File: config.mk
export PLATFORM = sky130hd
export DESIGN_NAME = alu8_core
export DESIGN_NICKNAME = d
export VERILOG_FILES = /design/src/rtl/alu8_pkg.sv /design/src/rtl/alu8_addsub.sv /design/src/rtl/alu8_logic.sv /design/src/rtl/alu8_shift.sv /design/src/rtl/alu8_core.sv
export SDC_FILE = /design/constraint.sdc
export NUM_CORES = 1
export LEC_CHECK = 0
export ABC_AREA = 1
export BUFFER_PORTS_ARGS = -buffer_cell sky130_fd_sc_hd__buf_2
export CAP_MARGIN = 20
export CORE_ASPECT_RATIO = 2
export CORE_UTILIZATION = 54
export DETAILED_ROUTE_END_ITERATION = 10
export PLACE_DENSITY = 0.81
export SLEW_MARGIN = 20
export SYNTH_ARGS = -nofsm -noshare
export SYNTH_HDL_FRONTEND = slang
export SYNTH_HIERARCHICAL = 1
export SYNTH_SLANG_ARGS = --single-unit
File: constraint.sdc
create_clock -name vclk -period 6.4
set_input_delay 0.96 -clock vclk [all_inputs]
set_output_delay 0.96 -clock vclk [all_outputs]
set_load 0.01 [all_outputs]
File: src/rtl/alu8_pkg.sv
// Package alu8_pkg
// Shared operation encoding for the accumulator ALU. The numeric codes are
// part of the block's contract with the instruction decoder.
package alu8_pkg;

    localparam int OP_W = 4;

    typedef enum logic [OP_W-1:0] {
        OP_ADD  = 4'd0,
        OP_SUB  = 4'd1,
        OP_CMP  = 4'd2,
        OP_AND  = 4'd3,
        OP_OR   = 4'd4,
        OP_XOR  = 4'd5,
        OP_BIT  = 4'd6,
        OP_SHL  = 4'd7,
        OP_SHR  = 4'd8,
        OP_ROTL = 4'd9,
        OP_ROTR = 4'd10
    } alu_op_e;

    // Logic-unit function select
    typedef enum logic [1:0] {
        LG_AND = 2'd0,
        LG_OR  = 2'd1,
        LG_XOR = 2'd2
    } logic_sel_e;

endpackage

File: src/rtl/alu8_addsub.sv
// Module alu8_addsub
// Adder/subtractor with an optional packed-BCD correction path.
// Subtract is performed as A + ~M + cin, so cin acts as an inverted borrow.
// Assumes WIDTH is a multiple of 4 when the decimal path is used; decimal
// results are meaningful only for operands whose digits are all 0..9.
module alu8_addsub #(
    parameter int WIDTH = 8
) (
    input  logic [WIDTH-1:0] opa,
    input  logic [WIDTH-1:0] opm,
    input  logic             cin,
    input  logic             sub,
    input  logic             dec,
    output logic [WIDTH-1:0] sum,
    output logic             cout,
    output logic             ovf
);
    localparam int DIGITS = WIDTH / 4;

    logic [WIDTH-1:0] m_eff;
    logic [WIDTH:0]   bin_full;
    logic [WIDTH-1:0] dec_sum;
    logic             dec_cout;
    logic             ops_bcd;

    // Operand conditioning: invert memory operand for subtraction
    always_comb m_eff = sub ? ~opm : opm;

    // Binary sum with carry out in the extra top bit
    always_comb bin_full = {1'b0, opa} + {1'b0, m_eff} + {{WIDTH{1'b0}}, cin};

    // Signed overflow: like-signed inputs giving an opposite-signed result
    always_comb ovf = (opa[WIDTH-1] == m_eff[WIDTH-1]) &&
                      (bin_full[WIDTH-1] != opa[WIDTH-1]);

    // Decimal ripple: per-digit binary add followed by a +6 or -6 fix-up
    always_comb begin
        logic       cy;
        logic [4:0] raw;
        logic [3:0] fix;
        cy      = cin;
        dec_sum = '0;
        for (int g = 0; g < DIGITS; g++) begin
            raw = {1'b0, opa[4*g +: 4]} + {1'b0, m_eff[4*g +: 4]} + {4'd0, cy};
            if (sub) begin
                fix = raw[4] ? raw[3:0] : (raw[3:0] - 4'd6);
                cy  = raw[4];
            end else begin
                cy  = (raw > 5'd9);
                fix = cy ? (raw[3:0] + 4'd6) : raw[3:0];
            end
            dec_sum[4*g +: 4] = fix;
        end
        dec_cout = cy;
    end

    // Output selection between binary and decimal paths
    always_comb begin
        sum  = dec ? dec_sum  : bin_full[WIDTH-1:0];
        cout = dec ? dec_cout : bin_full[WIDTH];
    end

    // Operand digit validity, used only by the checks below
    always_comb begin
        ops_bcd = 1'b1;
        for (int g = 0; g < DIGITS; g++) begin
            if (opa[4*g +: 4] > 4'd9 || opm[4*g +: 4] > 4'd9) ops_bcd = 1'b0;
        end
    end

    // Decimal results stay inside the digit range for valid operands
    always_comb begin
        if (dec && ops_bcd) begin
            for (int g = 0; g < DIGITS; g++) begin
                AST_BCD_DIGIT_RANGE: assert (dec_sum[4*g +: 4] <= 4'd9);
            end
        end
    end

endmodule

File: src/rtl/alu8_logic.sv
// Module alu8_logic
// Bitwise AND / OR / XOR unit; AND also feeds the bit-test zero flag.
// Assumes the select is one of the three defined codes (others give AND).
module alu8_logic #(
    parameter int WIDTH = 8
) (
    input  logic [WIDTH-1:0]         opa,
    input  logic [WIDTH-1:0]         opm,
    input  alu8_pkg::logic_sel_e     sel,
    output logic [WIDTH-1:0]         y
);
    import alu8_pkg::*;

    // Function select
    always_comb begin
        case (sel)
            LG_OR:   y = opa | opm;
            LG_XOR:  y = opa ^ opm;
            default: y = opa & opm;
        endcase
    end

endmodule

File: src/rtl/alu8_shift.sv
// Module alu8_shift
// One-position shifter/rotator. Direction picks left or right; rotate
// selects whether the vacated bit takes the carry or zero. The bit shifted
// out is returned as the new carry.
module alu8_shift #(
    parameter int WIDTH = 8
) (
    input  logic [WIDTH-1:0] opa,
    input  logic             cin,
    input  logic             left,
    input  logic             rotate,
    output logic [WIDTH-1:0] y,
    output logic             cout
);
    logic fill;

    // Vacated-bit value
    always_comb fill = rotate & cin;

    // Shift datapath
    always_comb begin
        if (left) begin
            y    = {opa[WIDTH-2:0], fill};
            cout = opa[WIDTH-1];
        end else begin
            y    = {fill, opa[WIDTH-1:1]};
            cout = opa[0];
        end
    end

endmodule

File: src/rtl/alu8_core.sv
// Module alu8_core
// Top of the accumulator ALU: decodes the operation code, steers the
// operands into the adder, logic and shift units, and forms the result,
// the four flags and their write enables. Purely combinational; the
// caller owns the registers. Flags whose enable is low are driven 0.
module alu8_core #(
    parameter int WIDTH = 8
) (
    input  logic [3:0]       op_sel,
    input  logic [WIDTH-1:0] acc_a,
    input  logic [WIDTH-1:0] mem_m,
    input  logic             carry_in,
    input  logic             dec_mode,
    output logic [WIDTH-1:0] result,
    output logic             acc_we,
    output logic             flag_n,
    output logic             flag_v,
    output logic             flag_z,
    output logic             flag_c,
    output logic             we_n,
    output logic             we_v,
    output logic             we_z,
    output logic             we_c
);
    import alu8_pkg::*;

    localparam int MSB = WIDTH - 1;

    alu_op_e          op;
    logic             as_sub, as_cin, as_dec, as_cout, as_ovf;
    logic [WIDTH-1:0] as_sum;
    logic_sel_e       lg_sel;
    logic [WIDTH-1:0] lg_y;
    logic             sh_left, sh_rot, sh_cout;
    logic [WIDTH-1:0] sh_y;

    // Operation code typing
    always_comb op = alu_op_e'(op_sel);

    // Adder steering: compare is a forced binary subtract with no borrow in
    always_comb begin
        as_sub = (op == OP_SUB) || (op == OP_CMP);
        as_cin = (op == OP_CMP) ? 1'b1 : carry_in;
        as_dec = dec_mode && ((op == OP_ADD) || (op == OP_SUB));
    end

    // Logic unit steering
    always_comb begin
        case (op)
            OP_OR:   lg_sel = LG_OR;
            OP_XOR:  lg_sel = LG_XOR;
            default: lg_sel = LG_AND;
        endcase
    end

    // Shifter steering
    always_comb begin
        sh_left = (op == OP_SHL)  || (op == OP_ROTL);
        sh_rot  = (op == OP_ROTL) || (op == OP_ROTR);
    end

    alu8_addsub #(.WIDTH(WIDTH)) u_addsub (
        .opa  (acc_a),
        .opm  (mem_m),
        .cin  (as_cin),
        .sub  (as_sub),
        .dec  (as_dec),
        .sum  (as_sum),
        .cout (as_cout),
        .ovf  (as_ovf)
    );

    alu8_logic #(.WIDTH(WIDTH)) u_logic (
        .opa (acc_a),
        .opm (mem_m),
        .sel (lg_sel),
        .y   (lg_y)
    );

    alu8_shift #(.WIDTH(WIDTH)) u_shift (
        .opa    (acc_a),
        .cin    (carry_in),
        .left   (sh_left),
        .rotate (sh_rot),
        .y      (sh_y),
        .cout   (sh_cout)
    );

    // Result, flag and enable formation per operation
    always_comb begin
        result = acc_a;
        acc_we = 1'b0;
        flag_n = 1'b0; flag_v = 1'b0; flag_z = 1'b0; flag_c = 1'b0;
        we_n   = 1'b0; we_v   = 1'b0; we_z   = 1'b0; we_c   = 1'b0;
        case (op)
            OP_ADD, OP_SUB: begin
                result = as_sum;
                acc_we = 1'b1;
                flag_n = as_sum[MSB];
                flag_z = (as_sum == '0);
                flag_c = as_cout;
                flag_v = as_ovf;
                {we_n, we_v, we_z, we_c} = 4'b1111;
            end
            OP_CMP: begin
                flag_n = as_sum[MSB];
                flag_z = (as_sum == '0);
                flag_c = as_cout;
                {we_n, we_v, we_z, we_c} = 4'b1011;
            end
            OP_AND, OP_OR, OP_XOR: begin
                result = lg_y;
                acc_we = 1'b1;
                flag_n = lg_y[MSB];
                flag_z = (lg_y == '0);
                {we_n, we_v, we_z, we_c} = 4'b1010;
            end
            OP_BIT: begin
                flag_n = mem_m[MSB];
                flag_v = mem_m[MSB-1];
                flag_z = (lg_y == '0);
                {we_n, we_v, we_z, we_c} = 4'b1110;
            end
            OP_SHL, OP_SHR, OP_ROTL, OP_ROTR: begin
                result = sh_y;
                acc_we = 1'b1;
                flag_n = sh_y[MSB];
                flag_z = (sh_y == '0);
                flag_c = sh_cout;
                {we_n, we_v, we_z, we_c} = 4'b1011;
            end
            default: ;
        endcase
    end

    // Checks on the assembled outputs against the operands
    always_comb begin
        AST_CMP_NO_WRITE: assert (!(op == OP_CMP) || (!acc_we && result == acc_a));
        AST_CMP_ORDER: assert (!(op == OP_CMP) || (flag_c == (acc_a >= mem_m)));
        AST_BIT_COPIES: assert (!(op == OP_BIT) || (flag_n == mem_m[MSB] && flag_v == mem_m[MSB-1] && !acc_we));
        AST_V_ONLY_ARITH: assert (!we_v || op == OP_ADD || op == OP_SUB || op == OP_BIT);
        AST_DISABLED_ZERO: assert ((we_n || !flag_n) && (we_v || !flag_v) && (we_z || !flag_z) && (we_c || !flag_c));
        AST_WRITE_FLAGS: assert (!acc_we || (flag_n == result[MSB] && flag_z == (result == '0)));
        AST_ROTL_FILL: assert (!(op == OP_ROTL) || (result[0] == carry_in && flag_c == acc_a[MSB]));
        AST_SHR_FILL: assert (!(op == OP_SHR) || (!result[MSB] && flag_c == acc_a[0]));
        AST_INERT_CODES: assert (!(op_sel > 4'd10) || (!acc_we && !we_n && !we_v && !we_z && !we_c));
    end

endmodule

==> flow_metrics.tcl <==
set metrics [dict create \
    grt_first_pass_wirelength_um 9710 \
    rows 32 \
    start_util_pct 56.4 \
    antenna_found_initial 0 \
    cp.arrival_ns 5.27 \
    ir_drop_mv 0.0990 \
    dp_hpwl_um 5010 \
    rsz0062_at_grt "true" \
    num-fill-cells 385 \
    place_area_um2 2390 \
    dieArea_um2 4290 \
    setup_viol 0 \
    die_h_um 91.6 \
    post_drt_wl_per_cell_um 12.5 \
    synth_xor_area_share_pct 3.63 \
    synth_adder_area_share_pct 20.1 \
    ant_nets 0 \
    synthToLayoutAreaGrowth_pct 20.2 \
    yosys_warnings 6 \
    syn_nets 471 \
    synth.most_common_cell "nand2_1" \
    grt_pass1_vias 2403 \
    start_kind "input port" \
    grt_util_all_layers_pct 29.1 \
    p_total_mw 0.334 \
    synth_top_family_by_area "simple AND/OR/NAND/NOR gates" \
    crit_type "in -> out" \
    syn-cell-area_um2 2170 \
    routed_wl_um 6370 \
    globalplace.congestion 0.918 \
    ys_types 32 \
    design_area_um2 2610 \
    power_leakage_nw 1.57 \
    power_density_nw_per_um2 128 \
    vias 2663 \
    critPathMostFrequentCell "nand2_2" \
    end_kind "output pin" \
    fmaxAchievable_mhz 160 \
    ys_seq_area_share_pct 0 \
    boundaryPins 39 \
    hold_buffers 0 \
    vias_per_cell 5.24 \
    max_stage_delay_ns 0.48 \
    hold_violations 0 \
    tightest_slew_ns 1.02 \
    synth-compound-area-share_pct 6.00 \
    syn_area_per_cell_um2 5.22 \
    final_nets 514 \
    min_path_type "in -> out" \
    seq_cells 0 \
    finalCriticalPeriod_ns 6.23 \
    status "finished clean" \
    synthMuxAreaShare_pct 0 \
    synthTopCellsByArea "nand2_1, ha_1, inv_1" \
    n_antenna_cell 0 \
    relSlewSlack_pct 31.1 \
    finalCritPeriodShare_pct 97.4 \
    drive_gt1_share_pct 25.8 \
    clockBufferCount 0 \
    synth-simple-area-share_pct 54.3 \
    postSynthCellCount 416 \
    endpoint "flag_z" \
    cp_max_fo 5 \
    regArea_um2 0 \
    grt_max_degree 16 \
    die_x_um 46.8 \
    first_pass_iters 4 \
    dr.first_iter.drc_count 91 \
    route.detailed.drc 0 \
    synth_top_area_share_pct 31.5 \
    port-buffer-count 39 \
    cp_slowest_cell "fa_2" \
    max_cap_violations 0 \
    core_um2 3840 \
    grt_overflow_total 0 \
    drv_slew 0 \
    synth_commonest_cells "nand2_1, inv_1, ha_1, nor2_1, nand3_1" \
    required_ns 5.44 \
    yosys.area.top_type "nand2_1" \
    crit_start "op_sel[0]" \
]
-- per-layer routing --
layer  GRT usage [%]  up-vias  part of all wire [%]  wire length, um
li1                -     1351                     -                -
met1            29.7     1214                    36             2310
met2            58.1       74                    58             3680
met3           0.394       24                   2.5              159
met4            7.14        0                   3.4              218
met5               0        -                     0                0
-- through the flow --
step	instances	setup WS, ns	setup TNS [ns]	util, %	hold slack, ns
2_1_floorplan	416	0.258	0	-	2.04
3_3_place_gp	501	0.0721	0	62.2	2.32
3_5_place_dp	501	-0.0354	-0.0354	62.2	2.31
4_1_cts	501	0.0248	0	62.3	2.31
5_1_grt	508	-0.0448	-0.0448	67.8	2.34
6_report	508	0.168	0	67.8	2.30
-- critical path, delay by kind of cell --
| family | cells | cell delay, ns |
|---|---|---|
| AO/OA/AOI/OAI | 3 | 0.36 |
| adder cells (fa/ha/maj) | 5 | 1.62 |
| buffers and inverters | 8 | 0.74 |
| AND/OR/NAND/NOR | 20 | 1.47 |
| XOR/XNOR | 1 | 0.14 |
-- cells by family (layout without fill, tap and decap cells) --
logic type / after synthesis / in the layout
adders and majority gates: 33 / 33
AOI/OAI and AO/OA: 20 / 20
buffers and inverters: 84 / 125
and+or+nand+nor: 270 / 270
xor gates and xnor gates: 9 / 9
-- layout by cell type (no fill, tap or decap), types with 4 or more instances in the layout --
master	count
nand3_2	10
ha_1	27
nand3_1	18
nor2_1	26
xor2_1	7
nand2_2	17
nand4_1	10
o21ai_0	4
inv_2	14
a21oi_1	6
inv_1	58
buf_4	11
nand2_4	6
nand2_1	172
buf_2	36
-- cell type report --
class                      count  area (um2)  share of cell area [%]
multi-input combinational    332        1960                    75.1
timing repair buffer          49         294                    11.3
tap                           51        63.8                    2.45
inverter                      76         292                    11.2
-- how the worst min path moves through the flow --
stage	from	end	slack [ns]	cells after the start
finish	op_sel[1]	we_v	2.30	5
global route	acc_a[3]	result[3]	2.34	4
CTS	mem_m[6]	flag_v	2.31	4
detailed placement	mem_m[6]	flag_v	2.31	4
global placement	mem_m[6]	flag_v	2.32	4
floorplan	op_sel[3]	we_n	2.04	1
-- report_power, final --
| group | internal (mW) | total [mW] | switching, mW | leakage [nW] |
|---|---|---|---|---|
| clock | 0 | 0 | 0 | 0 |
| combinational | 0.128 | 0.334 | 0.206 | 1.57 |
| sequential | 0 | 0 | 0 | 0 |
| total | 0.128 | 0.334 | 0.206 | 1.57 |
-- what timing repair did --
action	4_1_cts	5_1_grt
buffers inserted	0	7
cloned	0	0
pin swaps	0	26
gates resized for setup	2	48
endpoints found under the hold margin	0	0
setup endpoints to repair	1	5
No activity file was read; power rests on OpenSTA's default activity.
